[src/rtl/tsp_len_rx_pkg.sv]
package tsp_len_rx_pkg;
   localparam int FLG_LONG  = 9;
   localparam int FLG_SHORT = 8;
   localparam int FLG_ROVF  = 4;
   localparam int FLG_TSTO  = 0;
   localparam int STS_W     = 12;
   localparam logic [STS_W-1:0] FLG_MASK = 12'h311;

   typedef enum logic [2:0] {
      RA_STATUS = 3'd0,
      RA_ENABLE = 3'd1,
      RA_NPKT   = 3'd2,
      RA_NLONG  = 3'd3,
      RA_NSHORT = 3'd4
   } reg_addr_e;

   typedef struct packed {
      logic done;
      logic is_short;
      logic is_long;
      logic ovf;
   } pkt_evt_t;
endpackage

[src/rtl/tsp_len_track.sv]
module tsp_len_track
   import tsp_len_rx_pkg::*;
#(
   parameter int NOM_A = 188,
   parameter int NOM_B = 192
) (
   input  logic     clk,
   input  logic     rst_n,
   input  logic     mode_b,
   input  logic     in_valid,
   input  logic     in_sop,
   input  logic     in_eop,
   input  logic     fifo_full,
   output logic     byte_we,
   output logic     abort,
   output pkt_evt_t evt
);
   localparam int LEN_W = $clog2(NOM_B + 3);
   localparam logic [LEN_W-1:0] CAP = LEN_W'(NOM_B + 1);

   logic             in_pkt;
   logic             ovf_seen;
   logic [LEN_W-1:0] idx;
   logic [LEN_W-1:0] nom, cur, len;
   logic             active, ovf_pkt;

   always_comb begin
      nom     = mode_b ? LEN_W'(NOM_B) : LEN_W'(NOM_A);
      active  = in_valid && (in_sop || in_pkt);
      cur     = in_sop ? '0 : idx;
      len     = (cur < CAP) ? cur + 1'b1 : CAP;
      byte_we = active && (cur < nom) && !(ovf_seen && !in_sop);
      abort   = in_valid && in_sop && in_pkt;
      ovf_pkt = (ovf_seen && !in_sop) || (byte_we && fifo_full);
      evt.done     = active && in_eop;
      evt.is_short = len < nom;
      evt.is_long  = len > nom;
      evt.ovf      = ovf_pkt;
   end

   always_ff @(posedge clk or negedge rst_n) begin
      if (!rst_n) begin
         in_pkt   <= 1'b0;
         idx      <= '0;
         ovf_seen <= 1'b0;
      end else if (active) begin
         if (in_eop) begin
            in_pkt   <= 1'b0;
            idx      <= '0;
            ovf_seen <= 1'b0;
         end else begin
            in_pkt   <= 1'b1;
            idx      <= len;
            ovf_seen <= ovf_pkt;
         end
      end
   end
endmodule

[src/rtl/tsp_roll_fifo.sv]
module tsp_roll_fifo #(
   parameter int DW    = 8,
   parameter int DEPTH = 512
) (
   input  logic          clk,
   input  logic          rst_n,
   input  logic          we,
   input  logic [DW-1:0] wdata,
   input  logic          abort,
   input  logic          commit,
   input  logic          rollback,
   input  logic          rd,
   output logic [DW-1:0] rdata,
   output logic          empty,
   output logic          full
);
   localparam int AW = $clog2(DEPTH);
   localparam logic [AW:0] FULLV = {1'b1, {AW{1'b0}}};

   if ((1 << AW) != DEPTH) begin : g_bad_depth
      $error("tsp_roll_fifo: DEPTH must be a power of two");
   end

   logic [DW-1:0] mem [DEPTH];
   logic [AW:0]   rptr, wcom, wtent;
   logic [AW:0]   base, after;
   logic          wr_ok, pop;

   always_comb begin
      base  = abort ? wcom : wtent;
      full  = (base - rptr) == FULLV;
      wr_ok = we && !full;
      after = base + {{AW{1'b0}}, wr_ok};
      empty = rptr == wcom;
      pop   = rd && !empty;
      rdata = mem[rptr[AW-1:0]];
   end

   always_ff @(posedge clk) begin
      if (wr_ok) mem[base[AW-1:0]] <= wdata;
   end

   always_ff @(posedge clk or negedge rst_n) begin
      if (!rst_n) begin
         rptr  <= '0;
         wcom  <= '0;
         wtent <= '0;
      end else begin
         rptr <= rptr + {{AW{1'b0}}, pop};
         if (commit) begin
            wcom  <= after;
            wtent <= after;
         end else if (rollback) begin
            wtent <= wcom;
         end else begin
            wtent <= after;
         end
      end
   end
endmodule

[src/rtl/tsp_ts_wrap.sv]
module tsp_ts_wrap #(
   parameter int TS_W = 16
) (
   input  logic            clk,
   input  logic            rst_n,
   input  logic            arm,
   output logic            wrap_hit,
   output logic [TS_W-1:0] ts_val
);
   logic armed;
   logic terminal;

   always_comb begin
      terminal = &ts_val;
      wrap_hit = terminal && armed;
   end

   always_ff @(posedge clk or negedge rst_n) begin
      if (!rst_n) begin
         ts_val <= '0;
         armed  <= 1'b0;
      end else begin
         ts_val <= ts_val + 1'b1;
         if (arm)           armed <= 1'b1;
         else if (terminal) armed <= 1'b0;
      end
   end
endmodule

[src/rtl/tsp_len_rx.sv]
module tsp_len_rx
   import tsp_len_rx_pkg::*;
#(
   parameter int NOM_A = 188,
   parameter int NOM_B = 192,
   parameter int DW    = 8,
   parameter int DEPTH = 512,
   parameter int TS_W  = 16,
   parameter int CNT_W = 16
) (
   input  logic          clk,
   input  logic          rst_n,
   input  logic          mode_b,
   input  logic          in_valid,
   input  logic          in_sop,
   input  logic          in_eop,
   input  logic [DW-1:0] in_data,
   input  logic          fifo_rd,
   output logic [DW-1:0] fifo_rdata,
   output logic          fifo_empty,
   input  logic          reg_wr,
   input  logic [2:0]    reg_addr,
   input  logic [11:0]   reg_wdata,
   output logic [15:0]   reg_rdata,
   output logic          irq
);
   localparam int NCNT = 3;
   localparam logic [2:0] CNT_ADDR [NCNT] = '{RA_NPKT, RA_NLONG, RA_NSHORT};

   if (DEPTH < NOM_B) begin : g_bad_fifo
      $error("tsp_len_rx: FIFO must hold at least one packet");
   end
   if (NOM_A >= NOM_B) begin : g_bad_nom
      $error("tsp_len_rx: NOM_A must be below NOM_B");
   end
   if (CNT_W > 16 || CNT_W < 1) begin : g_bad_cnt
      $error("tsp_len_rx: CNT_W must be 1..16");
   end

   pkt_evt_t         evt;
   logic             byte_we, abort, fifo_full;
   logic             commit, rollback, wrap_hit;
   logic             evt_done, evt_short, evt_long, evt_ovf;
   logic [TS_W-1:0]  ts_val;
   logic [STS_W-1:0] sts_q, en_q, set_v, clr_v;
   logic [NCNT-1:0]  inc_v;
   logic [CNT_W-1:0] cnt_rd [NCNT];

   tsp_len_track #(.NOM_A(NOM_A), .NOM_B(NOM_B)) u_track (
      .clk(clk), .rst_n(rst_n), .mode_b(mode_b), .in_valid(in_valid),
      .in_sop(in_sop), .in_eop(in_eop), .fifo_full(fifo_full),
      .byte_we(byte_we), .abort(abort), .evt(evt)
   );

   always_comb begin
      evt_done  = evt.done;
      evt_short = evt.is_short;
      evt_long  = evt.is_long;
      evt_ovf   = evt.ovf;
      commit    = evt_done && !evt_short && !evt_ovf;
      rollback  = evt_done && (evt_short || evt_ovf);
   end

   tsp_roll_fifo #(.DW(DW), .DEPTH(DEPTH)) u_fifo (
      .clk(clk), .rst_n(rst_n), .we(byte_we), .wdata(in_data), .abort(abort),
      .commit(commit), .rollback(rollback), .rd(fifo_rd),
      .rdata(fifo_rdata), .empty(fifo_empty), .full(fifo_full)
   );

   tsp_ts_wrap #(.TS_W(TS_W)) u_ts (
      .clk(clk), .rst_n(rst_n), .arm(commit), .wrap_hit(wrap_hit), .ts_val(ts_val)
   );

   always_comb begin
      set_v = '0;
      set_v[FLG_LONG]  = commit && evt_long;
      set_v[FLG_SHORT] = evt_done && evt_short;
      set_v[FLG_ROVF]  = evt_done && !evt_short && evt_ovf;
      set_v[FLG_TSTO]  = wrap_hit;
      clr_v = (reg_wr && reg_addr == RA_STATUS) ? (reg_wdata & FLG_MASK) : '0;
      inc_v = {evt_done && evt_short, commit && evt_long, commit};
   end

   always_ff @(posedge clk or negedge rst_n) begin
      if (!rst_n) begin
         sts_q <= '0;
         en_q  <= '0;
      end else begin
         sts_q <= ((sts_q & ~clr_v) | set_v) & FLG_MASK;
         if (reg_wr && reg_addr == RA_ENABLE) en_q <= reg_wdata & FLG_MASK;
      end
   end

   for (genvar k = 0; k < NCNT; k++) begin : g_cnt
      logic [CNT_W-1:0] q;
      always_ff @(posedge clk or negedge rst_n) begin
         if (!rst_n)                               q <= '0;
         else if (reg_wr && reg_addr == CNT_ADDR[k]) q <= '0;
         else if (inc_v[k] && q != '1)             q <= q + 1'b1;
      end
      assign cnt_rd[k] = q;
   end

   always_comb begin
      case (reg_addr)
         RA_STATUS: reg_rdata = 16'(sts_q);
         RA_ENABLE: reg_rdata = 16'(en_q);
         RA_NPKT:   reg_rdata = 16'(cnt_rd[0]);
         RA_NLONG:  reg_rdata = 16'(cnt_rd[1]);
         RA_NSHORT: reg_rdata = 16'(cnt_rd[2]);
         default:   reg_rdata = '0;
      endcase
      irq = |(sts_q & en_q);
   end
endmodule

[config.mk]
export PLATFORM = sky130hd
export DESIGN_NAME = tsp_len_rx
export DESIGN_NICKNAME = d
export VERILOG_FILES = /design/src/rtl/tsp_len_rx_pkg.sv /design/src/rtl/tsp_len_track.sv /design/src/rtl/tsp_roll_fifo.sv /design/src/rtl/tsp_ts_wrap.sv /design/src/rtl/tsp_len_rx.sv
export SDC_FILE = /design/constraint.sdc
export NUM_CORES = 2
export LEC_CHECK = 0
export BUFFER_PORTS_ARGS = -buffer_cell sky130_fd_sc_hd__buf_4
export CELL_PAD_IN_SITES_DETAIL_PLACEMENT = 1
export CELL_PAD_IN_SITES_GLOBAL_PLACEMENT = 1
export CORE_ASPECT_RATIO = 1.4
export CORE_MARGIN = 10
export CORE_UTILIZATION = 50
export CTS_CLUSTER_DIAMETER = 120
export CTS_CLUSTER_SIZE = 8
export DETAILED_ROUTE_END_ITERATION = 10
export PLACE_DENSITY_LB_ADDON = 0.1
export SYNTH_ARGS = -nofsm -noshare
export SYNTH_HDL_FRONTEND = slang
export SYNTH_SLANG_ARGS = --single-unit
[constraint.sdc]
create_clock -name clk -period 6.6 [get_ports clk]
set_input_delay 0.66 -clock clk [delete_from_list [all_inputs] [get_ports clk]]
set_output_delay 0.66 -clock clk [all_outputs]
set_load 0.03 [all_outputs]
==> flow_summary.ini <==
[floorplanning]
die-area_um2 = 354000
coreArea_um2 = 329000
start_util = 0.502
die_height_um = 700
die_w_um = 506
num_rows = 249
io_pins = 57

[routing]
drt_wl_total_um = 468000
first_pass_iters = 6
vias = 81600
drcViolationCount = 0
post_drt_via_cell_ratio = 6.45
first_iter_violations = 9659
ant_nets = 0
post_drt_wl_per_cell_um = 37.0

[finish]
layout-drive-gt1-share = 0.275
fin_cells = 12600
num-nets-final = 8212
fill_cells = 27100
area_delta_synth_final_pct = 14.1
final_core_util = 0.573

[clocking]
clkTransAtPathRegs_ns = 0.05
htree_levels = 6
cts.sinks = 4209
cts-root-buf = clkbuf_16
cts_max_path_buffers = 4
worstSkewPairLatency_ns = 0.94
cts_tree = yes
cts_buffers = 600

[sta]
fin_tns_setup_ns = 0
setup_viol = 0
worst_pin_slew_ns = 1.45
drv_slew = 0
hold_viol_final = 0
fin_worst_skew_ns = 0.0389
rsz0062_at_grt = no
fin_crit_ns = 6.43
fin_crit_sh = 0.974
timing.slew.headroom = 0.0302
fmax_ghz = 0.155

[setup_path]
worstSetupStartpointType = flop
critPathArrivalTime_ns = 5.77
rr_worst_depth = 14
r2r_slack_ns = 0.59
r2r-end = u_fifo.mem[149][0]
required_ns = 5.94
criticalPathCategory = reg2out
crit_start = u_fifo.rptr[3]
critical_path.max_fanout = 16
cp-end-kind = output pin
crit_path_end = fifo_rdata[6]
worstReg2RegStart = u_track.in_pkt

[global_routing]
grt_pass1_wl_um = 666000
grt-ovfl-total = 0
grt_max_degree = 189
grt_usage = 0.261
antenna_found_initial = 22
grt_pass1_vias = 87000

[run]
max-cap-violations = 0

[synth]
avgSynthCellArea_um2 = 21.6
ys_ff_latch = 4209
ys_types = 80
synth_async_sr_flop_share = 0.0268
yosysSeqAreaShare = 0.762
synth_warnings = 0
netlist_area_um2 = 165000
synth_edf_count = 4096
synth_nets = 7714
syn_inst = 7655
synth_ff_type = edfxtp_1

[placed_design]
gp_congestion = 0.831
dp_cells = 11900
hpwlAfterDp_um = 282000
portBuffers = 48

[outcome]
run_status = complete, no violations

[pwr]
irDropWorstVdd_mv = 0.273
p_leak_nw = 59.3
pwr_density_cell_nw_per_um2 = 417

[min_path]
hold_class = in2reg
final cells by class:
cell class	count	area, µm²	area share
repair buffers	347	3510	0.0186
inverters	29	121	0.000644
well taps	4392	5500	0.0292
multi-input cells	2966	37400	0.198
diodes	8	20.0	0.000106
clock inverters	29	352	0.00187
flip-flops and latches	4209	126000	0.668
clock buffers	656	15600	0.0830
worst min-delay path by stage:
stage                               from              to  cells past startpoint
after floorplan                    rst_n         en_q[0]                      0
after global placement    u_ts.ts_val[0]  u_ts.ts_val[0]                      1
after detailed placement  u_ts.ts_val[0]  u_ts.ts_val[0]                      1
after CTS                         in_sop  u_track.idx[3]                      2
after global routing              in_sop  u_track.idx[3]                      2
final                             in_sop  u_track.idx[3]                      2
routing by layer:
metal,GRT usage,vias up,routed length [µm]
li1,-,32800,-
met1,0.345,44400,177000
met2,0.441,3545,238000
met3,0.0417,754,33400
met4,0.0971,12,19100
met5,0,-,81
cell families (layout without fill, tap and decap cells):
| logic type | count (synthesis) | count (layout) | synth area share |
|---|---|---|---|
| and+or+nand+nor | 1090 | 1090 | 0.0291 |
| other | 0 | 8 | 0 |
| buffers and inverters | 480 | 1061 | 0.0131 |
| DFF | 4209 | 4209 | 0.762 |
| AOI/OAI and AO/OA | 433 | 433 | 0.0177 |
| adders and majority gates | 28 | 28 | 0.00212 |
| muxes | 1357 | 1357 | 0.173 |
| xor gates and xnor gates | 58 | 58 | 0.00308 |
repair_timing:
item	in CTS	in global routing
setup endpoints to repair	2	1
endpoints found under the hold margin	58	0
hold buffers	8	0
cloned	0	0
gates resized for setup	3	0
buffers inserted	0	1
placed cells by master, fill, tap and decap left out, types with 11 or more instances in the layout:
master,count
a211oi_1,16
nand3_1,59
a22oi_1,75
nand2_1,196
xor2_1,20
clkbuf_1,37
nand4_1,27
ha_1,28
inv_1,23
a21oi_1,100
nor2b_1,22
nor2_1,604
nor3_1,30
clkbuf_16,619
a221oi_1,18
o22ai_1,23
inv_6,17
nand3_4,16
o21ai_0,71
o31ai_1,27
a22o_1,11
nor4_1,15
buf_4,263
o221ai_1,21
mux4_2,1189
edfxtp_1,4096
or4_1,21
nand2b_1,13
xnor2_1,38
and3_1,31
buf_12,66
mux2_2,24
dfrtp_1,106
mux2i_1,134
registers in the layout, summed over array words and instances, names as in the netlist:
register / count
u_fifo.wcom: 10
g_cnt.q: 48
u_fifo.wtent: 10
u_ts.ts_val: 16
u_track.idx: 8
sts_q: 4
u_track.in_pkt: 1
u_track.ovf_seen: 1
en_q: 4
u_fifo.rptr: 10
u_ts.armed: 1
u_fifo.mem: 4096
worst max-delay path, cell delays in order, from the launching register on:
cell and delay, ns:
dfrtp_4 0.66, buf_4 0.51, and2_4 0.48, buf_4 0.53, a22oi_1 0.25, a21oi_1 0.73
nor2_1 0.08, nor2_1 0.13, a211oi_1 0.07, nor4_2 0.54, buf_4 0.26, a2bb2oi_1 0.18
buf_4 0.19, buf_4 0.18
cells in the mapped netlist (23+ instances only):
| cell | instances | share of area |
|---|---|---|
| xnor2_1 | 38 | 0.0020 |
| o21ai_0 | 72 | 0.0022 |
| o22ai_1 | 23 | 0.00087 |
| nand4_1 | 27 | 0.0010 |
| ha_1 | 28 | 0.0021 |
| buf_1 | 50 | 0.0011 |
| buf_4 | 30 | 0.0014 |
| and3_1 | 31 | 0.0012 |
| dfrtp_1 | 113 | 0.017 |
| buf_2 | 164 | 0.0050 |
| mux4_2 | 1189 | 0.16 |
| mux2i_1 | 134 | 0.0081 |
| nor2_1 | 612 | 0.014 |
| clkbuf_1 | 201 | 0.0046 |
| nand2_1 | 196 | 0.0045 |
| o31ai_1 | 28 | 0.0013 |
| nand3_1 | 66 | 0.0020 |
| mux2_2 | 24 | 0.0016 |
| edfxtp_1 | 4096 | 0.75 |
| inv_1 | 25 | 0.00057 |
| nor3_1 | 31 | 0.00094 |
| nor2b_1 | 24 | 0.00091 |
| a21oi_1 | 100 | 0.0030 |
| a22oi_1 | 75 | 0.0034 |
per-stage QoR:
step / setup WS (ns) / hold WS, ns / instance area (µm²) / total power, mW
3_3_place_gp: 0.396 / 0.435 / 172000 / 51.8
3_5_place_dp: 0.330 / 0.458 / 172000 / 52.0
2_1_floorplan: 1.72 / 0.364 / 165000 / 43.1
5_1_grt: 0.0981 / 0.0708 / 188000 / 80.8
6_report: 0.169 / 0.0890 / 188000 / 78.5
4_1_cts: 0.101 / 0.0245 / 188000 / 79.2
power breakdown:
part	internal [mW]	total, mW	switching, mW
sequential	29.5	29.8	0.293
combinational	9.16	21.5	12.4
clock	16.5	27.2	10.7
Power figures use the tool's default switching activity.
